===== src/rtl/emph_pkg.sv =====
package emph_pkg;

  localparam int unsigned N_AIN   = 8;
  localparam int unsigned N_EXT   = 2;
  localparam int unsigned N_CH    = N_AIN + N_EXT;
  localparam int unsigned CH_W    = $clog2(N_CH);
  localparam int unsigned DW      = 10;
  localparam int unsigned NARROW  = 2;
  localparam int unsigned DIV_W   = 2;
  localparam int unsigned CFG_W   = 8;

  typedef enum logic [1:0] {
    SQ_IDLE  = 2'd0,
    SQ_ISSUE = 2'd1,
    SQ_BUSY  = 2'd2
  } sq_state_e;

  function automatic logic [CH_W-1:0] prio_count(input logic [1:0] sel);
    return CH_W'(sel) + CH_W'(1);
  endfunction

  function automatic logic ext_on(input logic [1:0] sel);
    return (sel == 2'b01) || (sel == 2'b10);
  endfunction

  function automatic logic [CH_W-1:0] ext_chan(input logic [1:0] sel);
    return (sel == 2'b10) ? CH_W'(N_AIN + 1) : CH_W'(N_AIN);
  endfunction

  function automatic logic [CH_W-1:0] last_ordinary(input logic [CH_W-1:0] pcnt,
                                                    input logic [1:0] sel);
    logic [CH_W-1:0] r;
    r = CH_W'(N_AIN - 1) - pcnt;
    if (ext_on(sel)) r = r + CH_W'(1);
    return r;
  endfunction

  function automatic logic [CH_W-1:0] slot_chan(input logic [CH_W-1:0] pidx,
                                                input logic [CH_W-1:0] nidx,
                                                input logic [CH_W-1:0] pcnt,
                                                input logic [1:0]      sel);
    logic [CH_W-1:0] ord;
    ord = pcnt + nidx;
    if (pidx < pcnt)                  return pidx;
    else if (ord < CH_W'(N_AIN))      return ord;
    else                              return ext_chan(sel);
  endfunction

  function automatic logic [DW-1:0] scale_result(input logic [DW-1:0] d,
                                                 input logic wide);
    return wide ? d : (d >> NARROW);
  endfunction

  function automatic logic div_tick(input logic [DIV_W-1:0] cnt,
                                    input logic [1:0] sel);
    if (sel[1])      return 1'b1;
    else if (sel[0]) return cnt[0];
    else             return &cnt;
  endfunction

endpackage


===== src/rtl/emph_clkdiv.sv =====
module emph_clkdiv
  import emph_pkg::*;
(
  input  logic       clk,
  input  logic       rst_n,
  input  logic [1:0] sel,
  output logic       tick
);

  logic [DIV_W-1:0] cnt;

  always_ff @(posedge clk or negedge rst_n) begin
    if (!rst_n) cnt <= '0;
    else        cnt <= cnt + 1'b1;
  end

  assign tick = div_tick(cnt, sel);

endmodule


===== src/rtl/emph_trig_sync.sv =====
module emph_trig_sync #(
  parameter int unsigned STAGES = 2
) (
  input  logic clk,
  input  logic rst_n,
  input  logic din,
  output logic fall
);

  logic [STAGES-1:0] chain;
  logic              prev;

  always_ff @(posedge clk or negedge rst_n) begin
    if (!rst_n) begin
      chain <= '0;
      prev  <= 1'b0;
    end else begin
      chain <= {chain[STAGES-2:0], din};
      prev  <= chain[STAGES-1];
    end
  end

  assign fall = prev & ~chain[STAGES-1];

endmodule


===== src/rtl/emph_result_bank.sv =====
module emph_result_bank
  import emph_pkg::*;
(
  input  logic            clk,
  input  logic            rst_n,
  input  logic            we,
  input  logic [CH_W-1:0] wch,
  input  logic [DW-1:0]   wd,
  input  logic [CH_W-1:0] rch,
  output logic [DW-1:0]   rd
);

  logic [DW-1:0] regs [N_CH];

  for (genvar g = 0; g < N_CH; g++) begin : g_ch
    always_ff @(posedge clk or negedge rst_n) begin
      if (!rst_n)                          regs[g] <= '0;
      else if (we && wch == CH_W'(g))      regs[g] <= wd;
    end
  end

  always_comb begin
    rd = '0;
    for (int i = 0; i < N_CH; i++) begin
      if (rch == CH_W'(i)) rd = regs[i];
    end
  end

endmodule


===== src/rtl/emph_sweep_seq.sv =====
module emph_sweep_seq
  import emph_pkg::*;
#(
  parameter int unsigned SYNC_STAGES = 2
) (
  input  logic            clk,
  input  logic            rst_n,
  input  logic            run_i,
  input  logic            trig_sel_i,
  input  logic            ext_trig_i,
  input  logic [1:0]      emph_sel_i,
  input  logic            res10_i,
  input  logic [1:0]      clk_sel_i,
  input  logic [1:0]      ext_sel_i,
  output logic            conv_tick_o,
  output logic            conv_start_o,
  output logic [CH_W-1:0] conv_chan_o,
  input  logic            conv_done_i,
  input  logic [DW-1:0]   conv_data_i,
  input  logic [CH_W-1:0] rd_chan_i,
  output logic [DW-1:0]   rd_data_o
);

  sq_state_e       state;
  logic [CH_W-1:0] pidx, nidx, cur_chan;
  logic [CH_W-1:0] pcnt, slot_ch, nxt_pidx, nxt_nidx;
  logic [CFG_W-1:0] cfg_now, cfg_q;
  logic            cfg_chg, restart;
  logic            armed, trig_fall, tick, active;
  logic            issue, accept, inflight_ok, in_flight, wr_en;
  logic [DW-1:0]   wr_data;

  emph_clkdiv u_div (
    .clk   (clk),
    .rst_n (rst_n),
    .sel   (clk_sel_i),
    .tick  (tick)
  );

  emph_trig_sync #(.STAGES(SYNC_STAGES)) u_sync (
    .clk   (clk),
    .rst_n (rst_n),
    .din   (ext_trig_i),
    .fall  (trig_fall)
  );

  emph_result_bank u_bank (
    .clk   (clk),
    .rst_n (rst_n),
    .we    (wr_en),
    .wch   (cur_chan),
    .wd    (wr_data),
    .rch   (rd_chan_i),
    .rd    (rd_data_o)
  );

  // control field snapshot and change detect
  assign cfg_now = {trig_sel_i, emph_sel_i, res10_i, clk_sel_i, ext_sel_i};
  assign cfg_chg = (cfg_now != cfg_q);
  assign restart = cfg_chg && (state != SQ_IDLE);

  // slot arithmetic
  assign pcnt    = prio_count(emph_sel_i);
  assign slot_ch = slot_chan(pidx, nidx, pcnt, ext_sel_i);

  always_comb begin
    nxt_pidx = pidx;
    nxt_nidx = nidx;
    if (pidx < pcnt) begin
      nxt_pidx = pidx + 1'b1;
    end else begin
      nxt_pidx = '0;
      nxt_nidx = (nidx >= last_ordinary(pcnt, ext_sel_i)) ? '0 : nidx + 1'b1;
    end
  end

  // event wires
  assign active    = run_i && (!trig_sel_i || armed);
  assign in_flight = (state == SQ_BUSY);
  assign issue     = (state == SQ_ISSUE) && tick && active && !cfg_chg;
  assign accept    = in_flight && conv_done_i;
  assign wr_en     = accept && inflight_ok && !cfg_chg;
  assign wr_data   = scale_result(conv_data_i, res10_i);

  always_ff @(posedge clk or negedge rst_n) begin
    if (!rst_n) begin
      armed <= 1'b0;
      cfg_q <= '0;
    end else begin
      cfg_q <= cfg_now;
      if (!run_i)                        armed <= 1'b0;
      else if (trig_sel_i && trig_fall)  armed <= 1'b1;
    end
  end

  always_ff @(posedge clk or negedge rst_n) begin
    if (!rst_n) begin
      state       <= SQ_IDLE;
      pidx        <= '0;
      nidx        <= '0;
      cur_chan    <= '0;
      inflight_ok <= 1'b0;
    end else begin
      unique case (state)
        SQ_IDLE: begin
          pidx <= '0;
          nidx <= '0;
          if (active) state <= SQ_ISSUE;
        end
        SQ_ISSUE: begin
          if (!active) begin
            state <= SQ_IDLE;
            pidx  <= '0;
            nidx  <= '0;
          end else if (restart) begin
            pidx <= '0;
            nidx <= '0;
          end else if (issue) begin
            state       <= SQ_BUSY;
            cur_chan    <= slot_ch;
            inflight_ok <= 1'b1;
            pidx        <= nxt_pidx;
            nidx        <= nxt_nidx;
          end
        end
        SQ_BUSY: begin
          if (restart) begin
            inflight_ok <= 1'b0;
            pidx        <= '0;
            nidx        <= '0;
          end
          if (accept) state <= active ? SQ_ISSUE : SQ_IDLE;
        end
        default: state <= SQ_IDLE;
      endcase
    end
  end

  assign conv_tick_o  = tick;
  assign conv_start_o = issue;
  assign conv_chan_o  = slot_ch;

endmodule


===== config.mk =====
export PLATFORM = sky130hd
export DESIGN_NAME = emph_sweep_seq
export DESIGN_NICKNAME = d
export VERILOG_FILES = /design/src/rtl/emph_pkg.sv /design/src/rtl/emph_clkdiv.sv /design/src/rtl/emph_trig_sync.sv /design/src/rtl/emph_result_bank.sv /design/src/rtl/emph_sweep_seq.sv
export SDC_FILE = /design/constraint.sdc
export NUM_CORES = 1
export LEC_CHECK = 0
export BUFFER_PORTS_ARGS = -buffer_cell sky130_fd_sc_hd__buf_4
export CORE_UTILIZATION = 60
export CTS_BUF_LIST = sky130_fd_sc_hd__clkbuf_8 sky130_fd_sc_hd__clkbuf_16
export DETAILED_ROUTE_END_ITERATION = 8
export PLACE_DENSITY = 0.79
export SETUP_SLACK_MARGIN = 0.2
export SKIP_LAST_GASP = 1
export SLEW_MARGIN = 20
export SYNTH_ARGS = -nofsm -noshare
export SYNTH_HDL_FRONTEND = slang
export SYNTH_HIERARCHICAL = 1
export SYNTH_SLANG_ARGS = --single-unit

===== constraint.sdc =====
create_clock -name clk -period 3.2 [get_ports clk]
set_input_delay 0.48 -clock clk [delete_from_list [all_inputs] [get_ports clk]]
set_output_delay 0.48 -clock clk [all_outputs]
set_load 0.01 [all_outputs]

Word-level counts from Yosys, hierarchy flattened. Index checks and enable logic that the tools add are counted. W data, S select, Z words.

Bits in registers: 129. Bits of input ports: 27. Output and inout port bits: 16. Logic and storage cells: 146.

Add/sub/neg operators: 7. $lt $le $gt $ge: 3. Equality and inequality tests: 34. Multiplexer cells: 44. Bitwise gates (word level): 3. Reductions and logical operators: 35.

Operator list (number): $mux W10 (11); $mux W4 (14); $eq A4 B3 Y1 const B (8); $pmux W4 S3 (2); $logic_and A1 B1 Y1 (19); $eq A4 B2 Y1 const B (4); $eq A4 B4 Y1 const B (4); $add A4 B1 Y4 const B (3); $ne A2 B2 Y1 const B (6); $reduce_and A4 Y1 (3); $mux W1 (10); $mux W2 (5); $eq A4 B1 Y1 const B (2); $logic_not A4 Y1 (2); $ne A4 B4 Y1 const B (2); $ne A8 B8 Y1 (1); $ne A3 B3 Y1 const B (2); $pmux W2 S3 (1); $reduce_and A5 Y1 (1); $add A3 B4 Y4 (1); $eq A2 B1 Y1 const B (2); $eq A2 B2 Y1 const B (2); $ge A4 B4 Y1 (1); $lt A4 B3 Y1 (1); 15 further kinds (19).

Longest topological paths before layout. Gate-level depths: netlist of the first run.

Depth after elaboration: 12. Depth in mapped cells: 9. Gate-level depth less buffers: 9.

By module. The synthesis of the first run kept the hierarchy.

Modules (own cells, without submodules): emph_result_bank (times used 1, cells each 381, area an instance 4957.3 um2); emph_sweep_seq (times used 1, cells each 157, area an instance 1626.6 um2); emph_trig_sync (times used 1, cells each 4, area an instance 88.8 um2); emph_clkdiv (times used 1, cells each 6, area an instance 81.3 um2).

Least setup slack after synthesis of the first run. No wires, ideal clock.

Kind: input port to output port. Start point: in emph_sel_i[0]. End point: out conv_chan_o[0]. Arrival: 2194 ps. Data required time: 2720 ps. Setup slack: 526 ps. Cell stages on the path: 8. Path buffers: 0. Cells stage by stage: inv_1 -> ha_1 -> ha_1 -> a21o_1 -> a21oi_1 -> xnor2_1 -> mux2_2 -> nor2_1.

Cells in the longest elaborated chain, start to end: 5.

RTL lines: start: declaration (RTL line emph_sweep_seq.sv:11) `input logic [1:0] emph_sel_i,`; $add A2 B1 Y3 (*) (RTL line emph_pkg.sv:19) `return CH_W'(sel) + CH_W'(1);`; $add A3 B4 Y4 (RTL line emph_pkg.sv:43) `ord = pcnt + nidx;`; $lt A4 B4 Y1 (RTL line emph_pkg.sv:45) `else if (ord < CH_W'(N_AIN)) return ord;`; $mux W4 (RTL line emph_pkg.sv:45); $mux W4 (*) (RTL line emph_pkg.sv:44) `if (pidx < pcnt) return pidx;`; end: declaration (RTL line emph_sweep_seq.sv:17) `output logic [CH_W-1:0] conv_chan_o,`.

Mark *: on every way between the ends. The rest lies on a longest branch, timed or not.

Worst setup path in the final report of the first run. Same ends and word-level chain as after synthesis.

==> results.ini, run 1 <==
[status]
status = finished, final reports clean

[setup_path]
critPathRequiredTime_ns = 2.72
cp_max_fo = 7
start_kind = primary input
slowest_stage = ha_1
crit_chain = buf_4 -> inv_1 -> ha_1 -> ha_1 -> a21o_1 -> a21oi_1 -> xnor2_1 -> mux2_4 -> nor2_1 -> buf_4
max_stage_delay_ns = 0.35
end_kind = primary output
reg2reg_from = cfg_q[1]
crit_type = primary input to primary output
ff2ff_path_depth = 7
rrSetupSlack_ns = 0.47
r2r-end = u_bank/regs[86]
crit_arrival_ns = 2.48

[synth]
synth_edf_count = 0
postSynthAreaPerCell_um2 = 12.3
yosysWarnings = 6
synth_adder_area_share_pct = 3.26
synthMuxAreaShare_pct = 24.7
synth-seq-area-share_pct = 47.8
yosysMostFrequentCell = dfrtp_1
synthSimpleGateAreaFrac_pct = 8.48
synth_ff_type = dfrtp_1
synth_top_area_cell = dfrtp_1
synth.distinct_cells = 64
synthXorXnorAreaFrac_pct = 1.69
synth_cells = 548
syn_area_um2 = 6750
syn_nets = 592
synth-compound-area-share_pct = 10.2
ys_top_cells_by_area = dfrtp_1 (48%), mux2_2 (16%), mux2i_1 (4.0%)
synth_top_family_by_area = multiplexers
async_flop_share_pct = 100
netlist.area_leader.share_pct = 47.8
synth-seq-cells = 129
synth.top_cells.by_count = dfrtp_1 (129), mux2_2 (95), mux2i_1 (27)

[layout]
syn2layout_area_growth_pct = 15.4
n_antenna_cell = 0
drive_gt1_share_pct = 35.7
final_cell_area_um2 = 7790
layoutNonFillerInstCount = 748
nets = 639
fin_util_pct = 71.6

[route]
wirelength_um = 14600
wl_met3_um = 687
highest_layer = met4
vias_per_cell = 6.10
wl_per_cell_um = 19.6
dr.first_iter.drc_count = 252
route.met2.wl_um = 7290
firstDrtPassIters = 5
wl_met1_um = 6390
ant_nets = 0
num_vias = 4563
drc = 0

[floorplan]
dieArea_um2 = 11700
core-area_um2 = 10900
fp-row-count = 38
dieHeight_um = 108
io_pins = 43
start_util_pct = 62.0
die_x_um = 108

[worst_hold_path]
hold_path.class = primary input to register
whs_endpoint = u_sync/chain[0]
hold_start = ext_trig_i
min_delay_path_depth = 1

[sta]
fmax_mhz = 338
worst_pin_slew_ns = 0.688
relSlewSlack_pct = 54.1
tns_ns = 0
setup_violations = 0
maxSlewViolCount = 0
hold_viol = 0
skew_ns = 0.00369
layout_min_cycle_time_ns = 2.96
fin_crit_sh_pct = 92.5
rsz0062_at_grt = true

[flow_run]
cap_violations = 0

[power_and_ir_drop]
clockPowerShare_pct = 49.2
cellLeakagePower_uw = 0.00396
power.internal_uw = 2930
seq_power_share_pct = 43.4
irDropWorstVdd_v = 0.000476
comb_power_share_pct = 7.4
powerDensity_nw_per_um2 = 486
p_sw_uw = 862
swShare_pct = 22.7

[clock_tree]
cts_max_path_buffers = 2
cts_tree = built
h-tree-depth = 4
numCtsBuffers = 17
clk_pin_slew_ns = 0.06
cts-root-buf = clkbuf_8
cts.sinks = 129
clk_latency_ns = 0.53

[grt]
grt_max_degree = 59
grt-ovfl-total = 0
grt_pass1_wl_um = 23500
first_global_vias = 4678
antenna_found_initial = 0
grt_use_total_pct = 27.0

[placement]
io_buffers = 42
place.gp.congestion = 0.891
place_area_um2 = 7190
dp_hpwl_um = 9800
placed_cells = 713

==> repair_timing <==
action                                  4_1_cts  5_1_grt
pin swaps                                     1        1
setup buffers                                 0        2
hold buffers                                  1        0
hold endpoints to repair                     37        0
endpoints found under the setup margin        1        2
gates resized for setup                       1        0
==> power groups by stage <==
stage                     Clock, uW  Sequential [uW]  Combinational (uW)
after global routing           1960             1650                 307
after CTS                      1890             1650                 280
after global placement            0             1670                 269
final                          1860             1650                 281
after detailed placement          0             1680                 276
after floorplan                   0             1670                 163
==> final cells by class <==
type / count / area, um2
sequential: 129 / 3230
multi-input combinational: 367 / 3270
clock buffer: 21 / 469
timing repair buffer: 60 / 465
inverter: 20 / 80.1
clock inverter: 11 / 110
tap: 140 / 175
fill: 737 / 3090
==> kinds of logic (layout without fill, tap and decap cells) <==
kind of cell               Yosys count  in the layout
AOI/OAI and AO/OA                   97             97
xor gates and xnor gates            13             13
adders and majority gates           17             17
buffers and inverters               52            112
DFF                                129            129
muxes                              147            147
and+or+nand+nor                     93             93
==> through the flow <==
step	total power [uW]	worst slack [ns]	hold slack (ns)
6_report	3790	0.239	0.0571
5_1_grt	3910	0.150	0.0336
3_5_place_dp	1950	0.174	0.377
4_1_cts	3820	0.234	0.0331
3_3_place_gp	1940	0.223	0.335
2_1_floorplan	1840	0.526	0.184
==> metal layers <==
layer	vias to the layer above	track usage, %
met2	111	43.9
li1	2101	-
met4	0	9.69
met3	22	8.38
met1	2329	34.0
met5	-	0
==> how the worst max path moves through the flow <==
stage / from / to / slack, ns / cells after the start
2_1_floorplan: emph_sel_i[0] / conv_chan_o[0] / 0.53 / 8
3_3_place_gp: res10_i / u_bank/regs[53] / 0.22 / 8
3_5_place_dp: res10_i / u_bank/regs[93] / 0.17 / 8
4_1_cts: emph_sel_i[0] / conv_chan_o[0] / 0.23 / 10
5_1_grt: emph_sel_i[0] / conv_chan_o[0] / 0.15 / 10
6_report: emph_sel_i[0] / conv_chan_o[0] / 0.24 / 10
==> sequential cells by signal (all words and copies together) (netlist names) <==
register      count
cur_chan          4
u_bank/regs     100
u_sync/chain      2
armed             1
pidx              4
u_div/cnt         2
inflight_ok       1
state             2
nidx              4
cfg_q             8
u_sync/prev       1
==> cells in the final DEF (no fill, tap or decap), drive strengths merged, types with 3 or more instances in the layout <==
master / Yosys / final
a211o: 3 / 3
a21o: 3 / 3
a21oi: 13 / 13
a311oi: 8 / 8
a31o: 3 / 3
a31oi: 3 / 3
and2: 4 / 4
and3: 4 / 4
and3b: 4 / 4
buf: 29 / 59
clkbuf: 3 / 21
clkinv: 1 / 8
dfrtp: 129 / 129
ha: 16 / 16
inv: 19 / 19
mux2: 120 / 120
mux2i: 27 / 27
nand2: 17 / 17
nand2b: 8 / 8
nand3: 8 / 8
nand3b: 4 / 4
nor2: 17 / 17
nor2b: 9 / 9
nor3: 5 / 5
nor3b: 5 / 5
o211ai: 8 / 8
o21ai: 22 / 22
o21ba: 5 / 5
o22ai: 11 / 11
o31ai: 4 / 4
o32ai: 3 / 3
or3: 3 / 3
xnor2: 13 / 13
==> worst max-delay path: cells and delay by family <==
kind	cells	cell delay (ns)
adder cells (fa/ha/maj)	2	0.64
AO/OA/AOI/OAI	2	0.35
multiplexers	1	0.35
buffers and inverters	3	0.34
XOR/XNOR	1	0.22
AND/OR/NAND/NOR	1	0.10
Power figures use the tool's default switching activity.
==> run 2, diff against run 1 <==
--- a/config.mk
+++ b/config.mk
@@ -6,6 +6,7 @@
 export NUM_CORES = 1
 export LEC_CHECK = 0
 export BUFFER_PORTS_ARGS = -buffer_cell sky130_fd_sc_hd__buf_4
+export CORE_MARGIN = 5
 export CORE_UTILIZATION = 60
 export CTS_BUF_LIST = sky130_fd_sc_hd__clkbuf_8 sky130_fd_sc_hd__clkbuf_16
 export DETAILED_ROUTE_END_ITERATION = 8
==> results.ini, run 2 (synthesis gave the netlist of run 1 again) <==
[status]
status = finished, final reports clean

[layout]
largestRegisters = u_bank/regs x100, cfg_q x8
n_antenna_cell = 0  ; unchanged
fillers = 749  ; +1.6%
final_common_cell = dfrtp_1
top_register = u_bank/regs
final_cell_mix = dfrtp_1 (129), mux2_2 (95), buf_4 (52)
largest_register_ffs = 100  ; unchanged
nets = 632  ; -1.1%
drive_gt1_share_pct = 35.6  ; -0.083 points
fin_util_pct = 71.9  ; +0.26 points
syn2layout_area_growth_pct = 16.3

[setup_path]
critPathRequiredTime_ns = 2.72  ; about the same
start_kind = primary input
end_kind = primary output
crit_arrival_ns = 2.41  ; -0.07 ns
cp_max_fo = 8  ; +1
crit_type = primary input to primary output

[clock_tree]
numCtsBuffers = 17  ; unchanged
ctsHoldBuffers = 0  ; -1
clk_pin_slew_ns = 0.05  ; about the same
clk_latency_ns = 0.42  ; -0.11 ns
cts.sinks = 129  ; unchanged
cts_tree = built
h-tree-depth = 4  ; unchanged
cts-root-buf = clkbuf_16
cts_max_path_buffers = 2  ; unchanged

[route]
dr.first_iter.drc_count = 416  ; +65%
wirelength_um = 15300  ; +4.4%
vias_per_cell = 6.14  ; +0.59%
wl_per_cell_um = 20.6  ; +5.4%
num_vias = 4547  ; -0.35%
firstDrtPassIters = 4  ; -1
ant_nets = 0  ; unchanged
drc = 0  ; unchanged

[sta]
fin_crit_sh_pct = 90.2  ; -2.3 points
worst_pin_slew_ns = 0.745  ; +0.0572 ns
rsz0062_at_grt = true
maxSlewViolCount = 0  ; unchanged
skew_ns = 0.0150  ; +0.0113 ns
tns_ns = 0  ; unchanged
relSlewSlack_pct = 50.3  ; -3.8 points
fmax_mhz = 346  ; +2.5%
setup_violations = 0  ; unchanged
hold_viol = 0  ; unchanged
layout_min_cycle_time_ns = 2.89  ; -0.0734 ns

[grt]
grt-ovfl-total = 0  ; unchanged
first_global_vias = 4873  ; +4.2%
antenna_found_initial = 0  ; unchanged
grt_use_total_pct = 23.9  ; -3.1 points
grt_pass1_wl_um = 24700  ; +5.3%
grt_max_degree = 73  ; +24%

[worst_hold_path]
hold_path.class = primary input to async pin

[placement]
io_buffers = 42  ; unchanged
place.gp.congestion = 0.847  ; -4.9%
dp_hpwl_um = 9850  ; +0.46%

[floorplan]
io_pins = 43  ; unchanged
dieArea_um2 = 13500  ; +15%
core-area_um2 = 10900  ; +0.44%
fp-row-count = 38  ; unchanged
start_util_pct = 61.8  ; -0.27 points
dieHeight_um = 116  ; +7.4%
die_x_um = 116  ; +7.4%

[power_and_ir_drop]
powerDensity_nw_per_um2 = 525  ; +7.9%
cellLeakagePower_uw = 0.00397  ; +0.14%
irDropWorstVdd_v = 0.000516  ; +8.4%

[flow_run]
cap_violations = 0  ; unchanged

-- run 2: report_power, final --
group / internal, uW / switching (uW) / leakage [uW]
logic: 107 / 173 / 0.00190
registers: 1640 / 5.31 / 0.00175
clock network: 1480 / 716 / 0.000320
-- run 2: worst paths after layout --
| path | startpoint | endpoint | slack [ns] | depth (start not counted) |
|---|---|---|---|---|
| hold / removal | rst_n | u_bank/regs[8] | 0.09 | 1 |
| setup / recovery | emph_sel_i[0] | conv_chan_o[2] | 0.31 | 9 |
| setup reg to reg | cfg_q[6] | u_bank/regs[81] | 0.47 | 7 |
| min in group clk | ext_trig_i | u_sync/chain[0] | 0.17 | 1 |
| hold reg to reg | u_sync/chain[0] | u_sync/chain[1] | 0.36 | 0 |
| max in group asynchronous | rst_n | cfg_q[6] | 2.30 | 2 |
-- run 2: per-stage QoR --
step / hold slack [ns] / worst slack (ns) / power [uW] / instances / instance area, um2
2_1_floorplan: 0.184 / 0.526 / 1840 / 548 / 6750
3_3_place_gp: 0.333 / 0.287 / 1940 / 709 / 7160
3_5_place_dp: 0.345 / 0.218 / 1950 / 709 / 7160
4_1_cts: 0.117 / 0.217 / 4140 / 741 / 7830
5_1_grt: 0.150 / 0.199 / 4260 / 741 / 7860
6_report: 0.0936 / 0.312 / 4120 / 741 / 7860
-- run 2: final cells by class --
type                    count  area (um2)  share of cell area, %
inverters                  20        80.1                   1.02
clock inverters            14         236                   3.01
flip-flops and latches    129        3230                   41.1
repair buffers             53         410                   5.22
clock buffers              18         439                   5.59
multi-input cells         367        3290                   41.8
well taps                 140         175                   2.23
-- run 2: what timing repair did --
action	in CTS	in global routing
hold endpoints to repair	0	0
setup buffers	0	0
resized for setup	0	4
endpoints found under the setup margin	0	3
-- run 2: metal layers --
| metal | wire length [um] | up-vias | global-route usage, % |
|---|---|---|---|
| met1 | 6260 | 2327 | 30.5 |
| met3 | 813 | 18 | 5.03 |
| met5 | 0 | - | 0 |
| met4 | 266 | 0 | 6.96 |
| met2 | 7940 | 124 | 41.4 |
| li1 | - | 2078 | - |
-- run 2: critical path, stage by stage --
cell,delay (ns)
buf_4,0.13
inv_1,0.10
ha_4,0.29
inv_1,0.06
ha_1,0.27
o21ai_1,0.10
a21o_2,0.28
o31ai_1,0.48
buf_4,0.21
==> run 3, diff against run 2 <==
--- a/config.mk
+++ b/config.mk
@@ -7,10 +7,9 @@
 export LEC_CHECK = 0
 export BUFFER_PORTS_ARGS = -buffer_cell sky130_fd_sc_hd__buf_4
 export CORE_MARGIN = 5
-export CORE_UTILIZATION = 60
+export CORE_UTILIZATION = 40
 export CTS_BUF_LIST = sky130_fd_sc_hd__clkbuf_8 sky130_fd_sc_hd__clkbuf_16
 export DETAILED_ROUTE_END_ITERATION = 8
-export PLACE_DENSITY = 0.79
 export SETUP_SLACK_MARGIN = 0.2
 export SKIP_LAST_GASP = 1
 export SLEW_MARGIN = 20
==> results.ini, run 3 (synthesis gave the netlist of run 1 again) <==
[status]
status = finished, final reports clean

[grt]
grt.met1_usage_pct = 21.0  ; -9.4 points
use_met3_pct = 4.23  ; -0.80 points
grt_use_total_pct = 16.6  ; -7.3 points
grtUsageMet2_pct = 28.1  ; -13 points
antenna_found_initial = 0  ; unchanged
grt_pass1_wl_um = 25600  ; +3.6%
grt-ovfl-total = 0  ; unchanged
top_usage_layer = met2
first_global_vias = 4757  ; -2.4%
grt_max_degree = 84  ; +15%

[sta]
worst_pin_slew_ns = 0.675  ; -0.0700 ns
fin_crit_sh_pct = 88.8  ; -1.4 points
maxSlewViolCount = 0  ; unchanged
setup_violations = 0  ; unchanged
tns_ns = 0  ; unchanged
fmax_mhz = 352  ; +1.6%
skew_ns = 0.0101  ; -0.00486 ns
hold_viol = 0  ; unchanged
layout_min_cycle_time_ns = 2.84  ; -0.0450 ns
rsz0062_at_grt = false
relSlewSlack_pct = 55.0  ; +4.7 points

[placement]
dp_hpwl_um = 10400  ; +5.3%
place.gp.congestion = 0.857  ; +1.2%
io_buffers = 42  ; unchanged

[floorplan]
dieArea_um2 = 19600  ; +45%
start_util_pct = 40.7  ; -21 points
dieHeight_um = 140  ; +21%
die_x_um = 140  ; +21%
io_pins = 43  ; unchanged
core-area_um2 = 16600  ; +52%
fp-row-count = 47  ; +24%

[layout]
drive_gt1_share_pct = 35.8  ; +0.23 points
nets = 631  ; -0.16%
final_cell_mix = dfrtp_1 (129), mux2_2 (95), buf_4 (51)
syn2layout_area_growth_pct = 17.4
largestRegisters = u_bank/regs x100, cfg_q x8
n_antenna_cell = 0  ; unchanged
final_common_cell = dfrtp_1
top_register = u_bank/regs
largest_register_ffs = 100  ; unchanged
fillers = 1523  ; +100%

[setup_path]
end_kind = primary output
start_kind = primary input
crit_type = primary input to primary output
cp_max_fo = 8  ; unchanged
critPathRequiredTime_ns = 2.72  ; about the same
crit_arrival_ns = 2.36  ; -0.05 ns

[route]
wirelength_um = 15600  ; +2.1%
dr.first_iter.drc_count = 168  ; -60%
drc = 0  ; unchanged
vias_per_cell = 5.42  ; -12%
wl_per_cell_um = 19.0  ; -7.8%
firstDrtPassIters = 4  ; unchanged
ant_nets = 0  ; unchanged
num_vias = 4448  ; -2.2%

[clock_tree]
clk_latency_ns = 0.42  ; about the same
cts-root-buf = clkbuf_16
cts.sinks = 129  ; unchanged
ctsHoldBuffers = 0  ; unchanged
cts_max_path_buffers = 2  ; unchanged
h-tree-depth = 4  ; unchanged
clk_pin_slew_ns = 0.06  ; about the same
cts_tree = built
numCtsBuffers = 17  ; unchanged

[power_and_ir_drop]
powerDensity_nw_per_um2 = 511  ; -2.6%
power_uw = 4050  ; -1.8%
cellLeakagePower_uw = 0.00394  ; -0.75%
irDropWorstVdd_v = 0.000431  ; -16%

[worst_hold_path]
hold_path.class = primary input to async pin

[flow_run]
cap_violations = 0  ; unchanged

==> run 3: cell types whose count changed in the layout (fill, tap and decap cells not counted), moves of 2 or more <==
cell | before | now
clkinv_2 | 1 | 3
inv_1 | 20 | 18
nor3_1 | 3 | 1
nor3_2 | 1 | 3
==> run 3: timing repair <==
item	4_1_cts	5_1_grt
setup buffers	0	0
gates resized for setup	0	5
endpoints found under the setup margin	0	3
==> run 3: path summary, 6_finish.rpt <==
check,from,end,slack [ns],cells past startpoint
min in group clk,ext_trig_i,u_sync/chain[0],0.17,1
hold / removal,rst_n,u_bank/regs[18],0.07,1
max in group asynchronous,rst_n,cfg_q[1],2.23,2
setup reg to reg,cfg_q[2],u_bank/regs[57],0.55,7
hold reg to reg,u_sync/chain[0],u_sync/chain[1],0.35,0
setup / recovery,emph_sel_i[0],conv_chan_o[2],0.36,9
==> run 3: area by class of cell <==
class / count / area, um2 / area share (%)
clock buffer: 18 / 439 / 5.54
inverter: 20 / 80.1 / 1.01
timing repair buffer: 52 / 403 / 5.08
multi-input combinational: 367 / 3290 / 41.5
tap: 220 / 275 / 3.47
clock inverter: 14 / 211 / 2.67
sequential: 129 / 3230 / 40.7
==> run 3: stage by stage <==
step           hold slack (ns)  utilization (%)  instance area [um2]  worst slack, ns  cells
4_1_cts                 0.0865             47.6                 7900            0.201    820
3_3_place_gp             0.335             43.7                 7250            0.274    788
6_report                0.0681             47.8                 7930            0.357    820
2_1_floorplan            0.184                -                 6750            0.526    548
3_5_place_dp             0.335             43.7                 7250            0.211    788
5_1_grt                  0.114             47.8                 7930            0.227    820
==> run 3: per-layer routing <==
metal / up-vias / part of all wire (%)
met5: - / 0
met4: 0 / 1.3
met3: 14 / 4.3
met2: 101 / 50
met1: 2258 / 44
li1: 2075 / -
==> run 3: critical path: stages <==
cell and delay [ns]:
buf_4 0.13, inv_2 0.07, ha_4 0.27, inv_1 0.06, ha_1 0.27, o21ai_1 0.13
a21o_1 0.27, o31ai_1 0.47, buf_4 0.21
==> run 3: report_power, final <==
group | total, uW | switching [uW] | internal, uW
Sequential | 1650 | 5.21 | 1640
Combinational | 280 | 174 | 106
Clock | 2120 | 724 | 1400
